## src/rtl/kms_pkg.sv

```systemverilog
package kms_pkg;
  localparam int SEL_W    = 8;
  localparam int IDX_W    = 5;
  localparam int ALL_BIT  = 5;
  localparam int OFF_BIT  = 6;
  localparam logic [SEL_W-1:0] SEL_RESET = 8'h40;

  typedef enum logic [1:0] {
    COL_NONE   = 2'd0,
    COL_SINGLE = 2'd1,
    COL_ALL    = 2'd2
  } col_mode_e;

  // Off flag outranks the all flag; both clear selects one column.
  function automatic col_mode_e sel_mode(input logic [SEL_W-1:0] sel);
    if (sel[OFF_BIT])      return COL_NONE;
    else if (sel[ALL_BIT]) return COL_ALL;
    else                   return COL_SINGLE;
  endfunction

  function automatic logic [IDX_W-1:0] sel_index(input logic [SEL_W-1:0] sel);
    return sel[IDX_W-1:0];
  endfunction

  // Next sticky status: new edges win over a simultaneous clear.
  function automatic logic [7:0] sts_next(input logic [7:0] cur,
                                          input logic [7:0] clr,
                                          input logic [7:0] fall);
    return (cur & ~clr) | fall;
  endfunction
endpackage

```

## src/rtl/kms_col_decode.sv

```systemverilog
module kms_col_decode
  import kms_pkg::*;
#(
  parameter int NCOL = 18
) (
  input  logic [SEL_W-1:0] sel,
  output logic [NCOL-1:0]  col_oe
);
  col_mode_e        mode;
  logic [IDX_W-1:0] idx;

  assign mode = sel_mode(sel);
  assign idx  = sel_index(sel);

  for (genvar c = 0; c < NCOL; c++) begin : g_col
    localparam logic [IDX_W-1:0] CIDX = IDX_W'(c);
    always_comb begin
      unique case (mode)
        COL_ALL:    col_oe[c] = 1'b1;
        COL_SINGLE: col_oe[c] = (idx == CIDX);
        default:    col_oe[c] = 1'b0;
      endcase
    end
  end
endmodule

```

## src/rtl/kms_row_sync.sv

```systemverilog
module kms_row_sync #(
  parameter int NROW = 8
) (
  input  logic            clk,
  input  logic            rst_n,
  input  logic [NROW-1:0] row_async_n,
  output logic [NROW-1:0] row_sync_n,
  output logic [NROW-1:0] row_fall
);
  for (genvar r = 0; r < NROW; r++) begin : g_row
    logic meta_q, sync_q, hist_q;
    always_ff @(posedge clk or negedge rst_n) begin
      if (!rst_n) begin
        meta_q <= 1'b1;
        sync_q <= 1'b1;
        hist_q <= 1'b1;
      end else begin
        meta_q <= row_async_n[r];
        sync_q <= meta_q;
        hist_q <= sync_q;
      end
    end
    assign row_sync_n[r] = sync_q;
    assign row_fall[r]   = hist_q & ~sync_q;
  end
endmodule

```

## src/rtl/kms_row_status.sv

```systemverilog
module kms_row_status
  import kms_pkg::*;
#(
  parameter int NROW = 8
) (
  input  logic            clk,
  input  logic            rst_n,
  input  logic [NROW-1:0] fall,
  input  logic            clr_we,
  input  logic [NROW-1:0] clr_data,
  input  logic [NROW-1:0] ien,
  output logic [NROW-1:0] status,
  output logic            irq
);
  logic [NROW-1:0] clr_mask;
  assign clr_mask = clr_we ? clr_data : '0;

  always_ff @(posedge clk or negedge rst_n) begin
    if (!rst_n) status <= '0;
    else        status <= NROW'(sts_next(8'(status), 8'(clr_mask), 8'(fall)));
  end

  assign irq = |(status & ien);
endmodule

```

## src/rtl/kbd_matrix_scan.sv

```systemverilog
module kbd_matrix_scan
  import kms_pkg::*;
#(
  parameter int NCOL = 18,
  parameter int NROW = 8
) (
  input  logic             clk,
  input  logic             rst_n,
  input  logic             sel_we,
  input  logic [7:0]       sel_wdata,
  input  logic             ien_we,
  input  logic [7:0]       ien_wdata,
  input  logic             sts_we,
  input  logic [7:0]       sts_wdata,
  input  logic [NROW-1:0]  row_n_in,
  output logic [NCOL-1:0]  col_oe,
  output logic [NROW-1:0]  row_raw,
  output logic [NROW-1:0]  row_status,
  output logic [NROW-1:0]  row_ien,
  output logic             irq
);
  logic [SEL_W-1:0] sel_q;
  logic [NROW-1:0]  row_fall;

  always_ff @(posedge clk or negedge rst_n) begin
    if (!rst_n) begin
      sel_q   <= SEL_RESET;
      row_ien <= '0;
    end else begin
      if (sel_we) sel_q   <= sel_wdata;
      if (ien_we) row_ien <= sel_ien(ien_wdata);
    end
  end

  function automatic logic [NROW-1:0] sel_ien(input logic [7:0] d);
    return d[NROW-1:0];
  endfunction

  kms_col_decode #(.NCOL(NCOL)) u_cols (
    .sel    (sel_q),
    .col_oe (col_oe)
  );

  kms_row_sync #(.NROW(NROW)) u_sync (
    .clk         (clk),
    .rst_n       (rst_n),
    .row_async_n (row_n_in),
    .row_sync_n  (row_raw),
    .row_fall    (row_fall)
  );

  kms_row_status #(.NROW(NROW)) u_sts (
    .clk      (clk),
    .rst_n    (rst_n),
    .fall     (row_fall),
    .clr_we   (sts_we),
    .clr_data (sts_wdata[NROW-1:0]),
    .ien      (row_ien),
    .status   (row_status),
    .irq      (irq)
  );
endmodule

```

## config.mk

```make
export PLATFORM = sky130hd
export DESIGN_NAME = kbd_matrix_scan
export DESIGN_NICKNAME = d
export VERILOG_FILES = /design/src/rtl/kms_pkg.sv /design/src/rtl/kms_col_decode.sv /design/src/rtl/kms_row_sync.sv /design/src/rtl/kms_row_status.sv /design/src/rtl/kbd_matrix_scan.sv
export SDC_FILE = /design/constraint.sdc
export NUM_CORES = 1
export LEC_CHECK = 0
export BUFFER_PORTS_ARGS = -buffer_cell sky130_fd_sc_hd__buf_4
export CAP_MARGIN = 10
export CORE_MARGIN = 4
export CORE_UTILIZATION = 50
export DETAILED_ROUTE_END_ITERATION = 6
export PLACE_DENSITY = 0.92
export SYNTH_ARGS = -nofsm -noshare
export SYNTH_HDL_FRONTEND = slang
export SYNTH_SLANG_ARGS = --single-unit
```

## constraint.sdc

```tcl
create_clock -name clk -period 2.4 [get_ports clk]
set_input_delay 0.24 -clock clk [delete_from_list [all_inputs] [get_ports clk]]
set_output_delay 0.24 -clock clk [all_outputs]
set_load 0.02 [all_outputs]
```

After elaboration in Yosys (flattened, before gate mapping)
Cells that the tools add are included.

storage, ports and cells
  flip-flop bits (word level) = 47
  bits of input ports = 37
  output and inout port bits = 43

operators by class
  reductions and logical operators = 2
  bitwise operators = 20
  equal/unequal tests = 19
  multiplexer cells = 21

operators by type and width
  operator                                                          number
  5-bit by 4-bit == test with 1-bit output (second input constant)  8
  1-bit case mux with 2 select lines                                18
  5-bit by 3-bit == test with 1-bit output (second input constant)  4
  8-bit AND                                                         2
  5-bit by 2-bit == test with 1-bit output (second input constant)  2
  5-bit == test (second input constant)                             2
  1-bit AND                                                         8
  8-bit 2-to-1 mux                                                  1
  1-bit NOT                                                         8
  8-bit NOT                                                         1
  8-bit OR                                                          1
  8-bit OR reduction                                                1
  5-bit by 1-bit == test with 1-bit output (second input constant)  1
  5-bit logical NOT                                                 1
  2-bit 2-to-1 mux                                                  2
  2-bit by 1-bit == test with 1-bit output (second input constant)  1
  2-bit == test (second input constant)                             1

Depth between registers and ports, before layout
  depth in word-level cells = 4
  mapped depth = 3
  gate-level depth less buffers = 2

Cells and area by module
A second synthesis with hierarchy kept.

unflattened totals
  cells, all modules = 137
  area, all modules = 2014.4 um^2

modules (own cells, without submodules)
  module           seq. area each (um^2)  cells each  area an instance (um^2)  times used
  kms_row_sync     630.6                  40          800.8                    1
  kbd_matrix_scan  401.6                  34          664.4                    1
  kms_row_status   200.2                  30          334.1                    1
  kms_col_decode   0.0                    33          215.2                    1

Worst setup path before layout
OpenSTA, ideal clock, no wires.

  path kind = register -> output
  from = register sel_q[2]
  to = output col_oe[16]
  buffers on the path = 0
  arrival = 1.489 ns
  cell stages (with the launch flop) = 3
  required time = 2.160 ns
  path slack = 0.671 ns
  cells stage by stage = dfrtp_1 > or4b_1 > o31ai_1

between the ends
  word-level cells in the longest chain between the ends = 2

RTL lines
  element                             RTL line               RTL
  start, declared                     kbd_matrix_scan.sv:22  logic [SEL_W-1:0] sel_q;
  start signal, assigned              kbd_matrix_scan.sv:30  if (sel_we) sel_q <= sel_wdata;
  5-bit == test                       kms_col_decode.sv:20   COL_SINGLE: col_oe[c] = (idx == CIDX);
  1-bit case mux with 2 select lines  kms_col_decode.sv:18   unique case (mode)
  end, declared                       kbd_matrix_scan.sv:16  output logic [NCOL-1:0] col_oe,

No other way between the ends.

Worst setup path in the final report
  from = register sel_q[0]
  to = output col_oe[2]

between the ends
  word-level cells in the longest chain between the ends = 2

RTL lines
  element                                   RTL line
  5-bit by 2-bit == test with 1-bit output  kms_col_decode.sv:20
  1-bit case mux with 2 select lines        kms_col_decode.sv:18

No other way between the ends.

==> reports/metrics.yaml <==
cts_setup_buffers: 0
pwr-share-clk_pct: 26.7
critPathMaxFanout: 9
drt_wl_total_um: 4080
p_leak_nw: 1.21
timing.final.max_slew_violations: 0
place.gp.congestion: 0.743
path_clk_slew_ns: 0.14
vias: 1313
antenna_left: 0
worstPathArrival_ns: 1.79
hold_violations: 0
crit_type: "reg -> out"
clock-root-buffer: "clkbuf_4"
seq_power_share_pct: 51.6
yosysSeqAreaShare_pct: 66.2
grt_overflow: 0
drt_iter0_drc: 71
coreArea_sq_mm: 0.00342
p_int_mw: 1.29
worstMarginPinSlew_ns: 0.541
grt_pass1_vias: 1352
grtUsageTotal_pct: 19.2
swShare_pct: 28.3
multi_input_area_sq_um: 510
n_fill_cell: 235
synth_warnings: 0
switchingPower_uw: 508
cts_resized: 0
rows: 21
io_buffer_count: 78
synth_edf_count: 0
io_pins: 80
worstSetupEndpointType: "output pin"
grt_setup_unrepaired: "false"
hp-class: "in -> reg"
antenna_found_initial: 0
diodes: 0
start_kind: "register"
routed_via_density: 4.99
synth_fp_nets: 171
relSlewSlack_pct: 64.0
drive_above_1_share_pct: 59.4
fin_crit_sh_pct: 84.7
dieArea_sq_mm: 0.00468
min_period_ns: 2.03
die_h_um: 68.4
drc: 0
area_delta_synth_final_pct: 40.6
synthFlopType: "dfstp_2"
ir_drop_mv: 0.567
status: "finished, final reports clean"
cts_hold_buffers: 9
max_freq_ghz: 0.492
syn_avg_cell_area_sq_um: 13.6
maxCapViolCount: 0
clock_skew_ns: 0.0110
htreeDepth: 2
p_per_area_mw_per_mm2: 701
wl_per_cell_um: 15.5
post-dp-hpwl_um: 3010
comb_power_share_pct: 21.7
fin_nets: 253
cts_buffers: 5
clk_latency_ns: 0.36
start_util_pct: 53.4
cts.path.max_buffers: 2
setup_viol: 0
cts_sinks: 47
ys_types: 20
syn_inst: 134
register_area_sq_mm: 0.00121
fin_setup_tns_ns: 0
worstPathRequired_ns: 2.16
ys_ff_latch: 47
dp.cells: 246
cts_tree: "done"
die_w_um: 68.4
grt_pass1_wl_um: 6480
dr.pass1.iters: 4
instances_no_fill: 263
grt_max_degree: 48
ys_async_sr_fraction_pct: 100
synth_area_sq_mm: 0.00182
## worst max-delay path, stage by stage (launching register included)
cell and delay (ns):
dfrtp_1 0.48, or4b_1 0.58, o21ai_0 0.20, buf_4 0.18
## final cells by class
type	count	share of cell area, %
clock buffer	5	1.46
clock inverter	3	1.76
inverter	8	1.17
multi-input combinational	67	19.9
sequential	47	47.1
tap	46	2.24
timing repair buffer	87	26.4
## stage by stage
step	util [%]	power, mW	setup slack [ns]	instance area [sq um]	hold slack, ns
finish	75.1	1.80	0.366	2560	0.105
global route	75.1	1.88	0.249	2560	0.0870
CTS	75.1	1.81	0.384	2560	0.0940
detailed placement	70.0	1.32	0.785	2390	0.265
global placement	70.0	1.31	0.815	2390	0.264
floorplan	-	1.13	0.671	1820	-0.0556
## worst paths after layout
kind	startpoint	to	slack, ns	depth (start not counted)
min in group asynchronous	rst_n	u_sts.status[2]	0.39	2
worst max-delay path	sel_q[0]	col_oe[2]	0.37	3
max in group asynchronous	rst_n	u_sync.g_row[0].hist_q	1.62	2
worst max register to register	u_sync.g_row[2].sync_q	u_sts.status[2]	1.46	2
worst min-delay path	ien_wdata[4]	row_ien[4]	0.11	2
worst min register to register	u_sync.g_row[3].meta_q	u_sync.g_row[3].sync_q	0.37	0
## logic make-up (layout without fill, tap and decap cells)
logic type / after synthesis / in the layout / share of synthesized area (%)
multiplexers: 15 / 15 / 9.27
buffers and inverters: 20 / 103 / 5.77
AND/OR/NAND/NOR: 22 / 22 / 8.03
flip-flops: 47 / 47 / 66.2
AO/OA/AOI/OAI: 30 / 30 / 10.7
## cell usage after synthesis (3+ instances only)
library cell / instances / area (sq um)
dfstp_2: 25 / 657
dfrtp_1: 22 / 551
mux2_2: 15 / 169
o21ai_0: 13 / 65.1
nand2_1: 9 / 33.8
a22o_1: 8 / 70.1
buf_4: 8 / 60.1
inv_1: 8 / 30.0
a22oi_1: 4 / 30.0
clkbuf_1: 4 / 15.0
o21ai_1: 3 / 15.0
or4b_1: 3 / 30.0
## power groups by stage
stage          combinational [mW]  sequential, mW  clock, mW
2_1_floorplan               0.166           0.960          0
3_3_place_gp                0.375           0.935          0
3_5_place_dp                0.383           0.940          0
4_1_cts                     0.395           0.927      0.490
5_1_grt                     0.418           0.939      0.522
6_report                    0.391           0.927      0.479
## per-layer routing
layer	global-route usage (%)	vias to the layer above	share of wire (%)
met5	0	-	0
met4	6.95	0	1.7
met3	3.94	7	5.0
met2	33.5	38	54
met1	23.2	639	40
li1	-	629	-
## placed cells by master (no fill, tap or decap), drive strengths merged, types with 2 or more instances in the layout
| cell | instances |
|---|---|
| buf | 78 |
| o21ai | 16 |
| or4b | 3 |
| clkbuf | 5 |
| dlygate4sd3 | 9 |
| mux2 | 15 |
| or2b | 3 |
| o31ai | 2 |
| dfstp | 25 |
| nand2 | 9 |
| dfrtp | 22 |
| nand4bb | 2 |
| a22o | 8 |
| nand2b | 2 |
| a22oi | 4 |
| inv | 10 |
## state kept, by name, indices dropped and copies added (netlist names)
register,count
u_sync.g_row.sync_q,8
u_sync.g_row.meta_q,8
row_ien,8
sel_q,7
u_sync.g_row.hist_q,8
u_sts.status,8
Note: power is estimated with default switching activity, not from simulation.
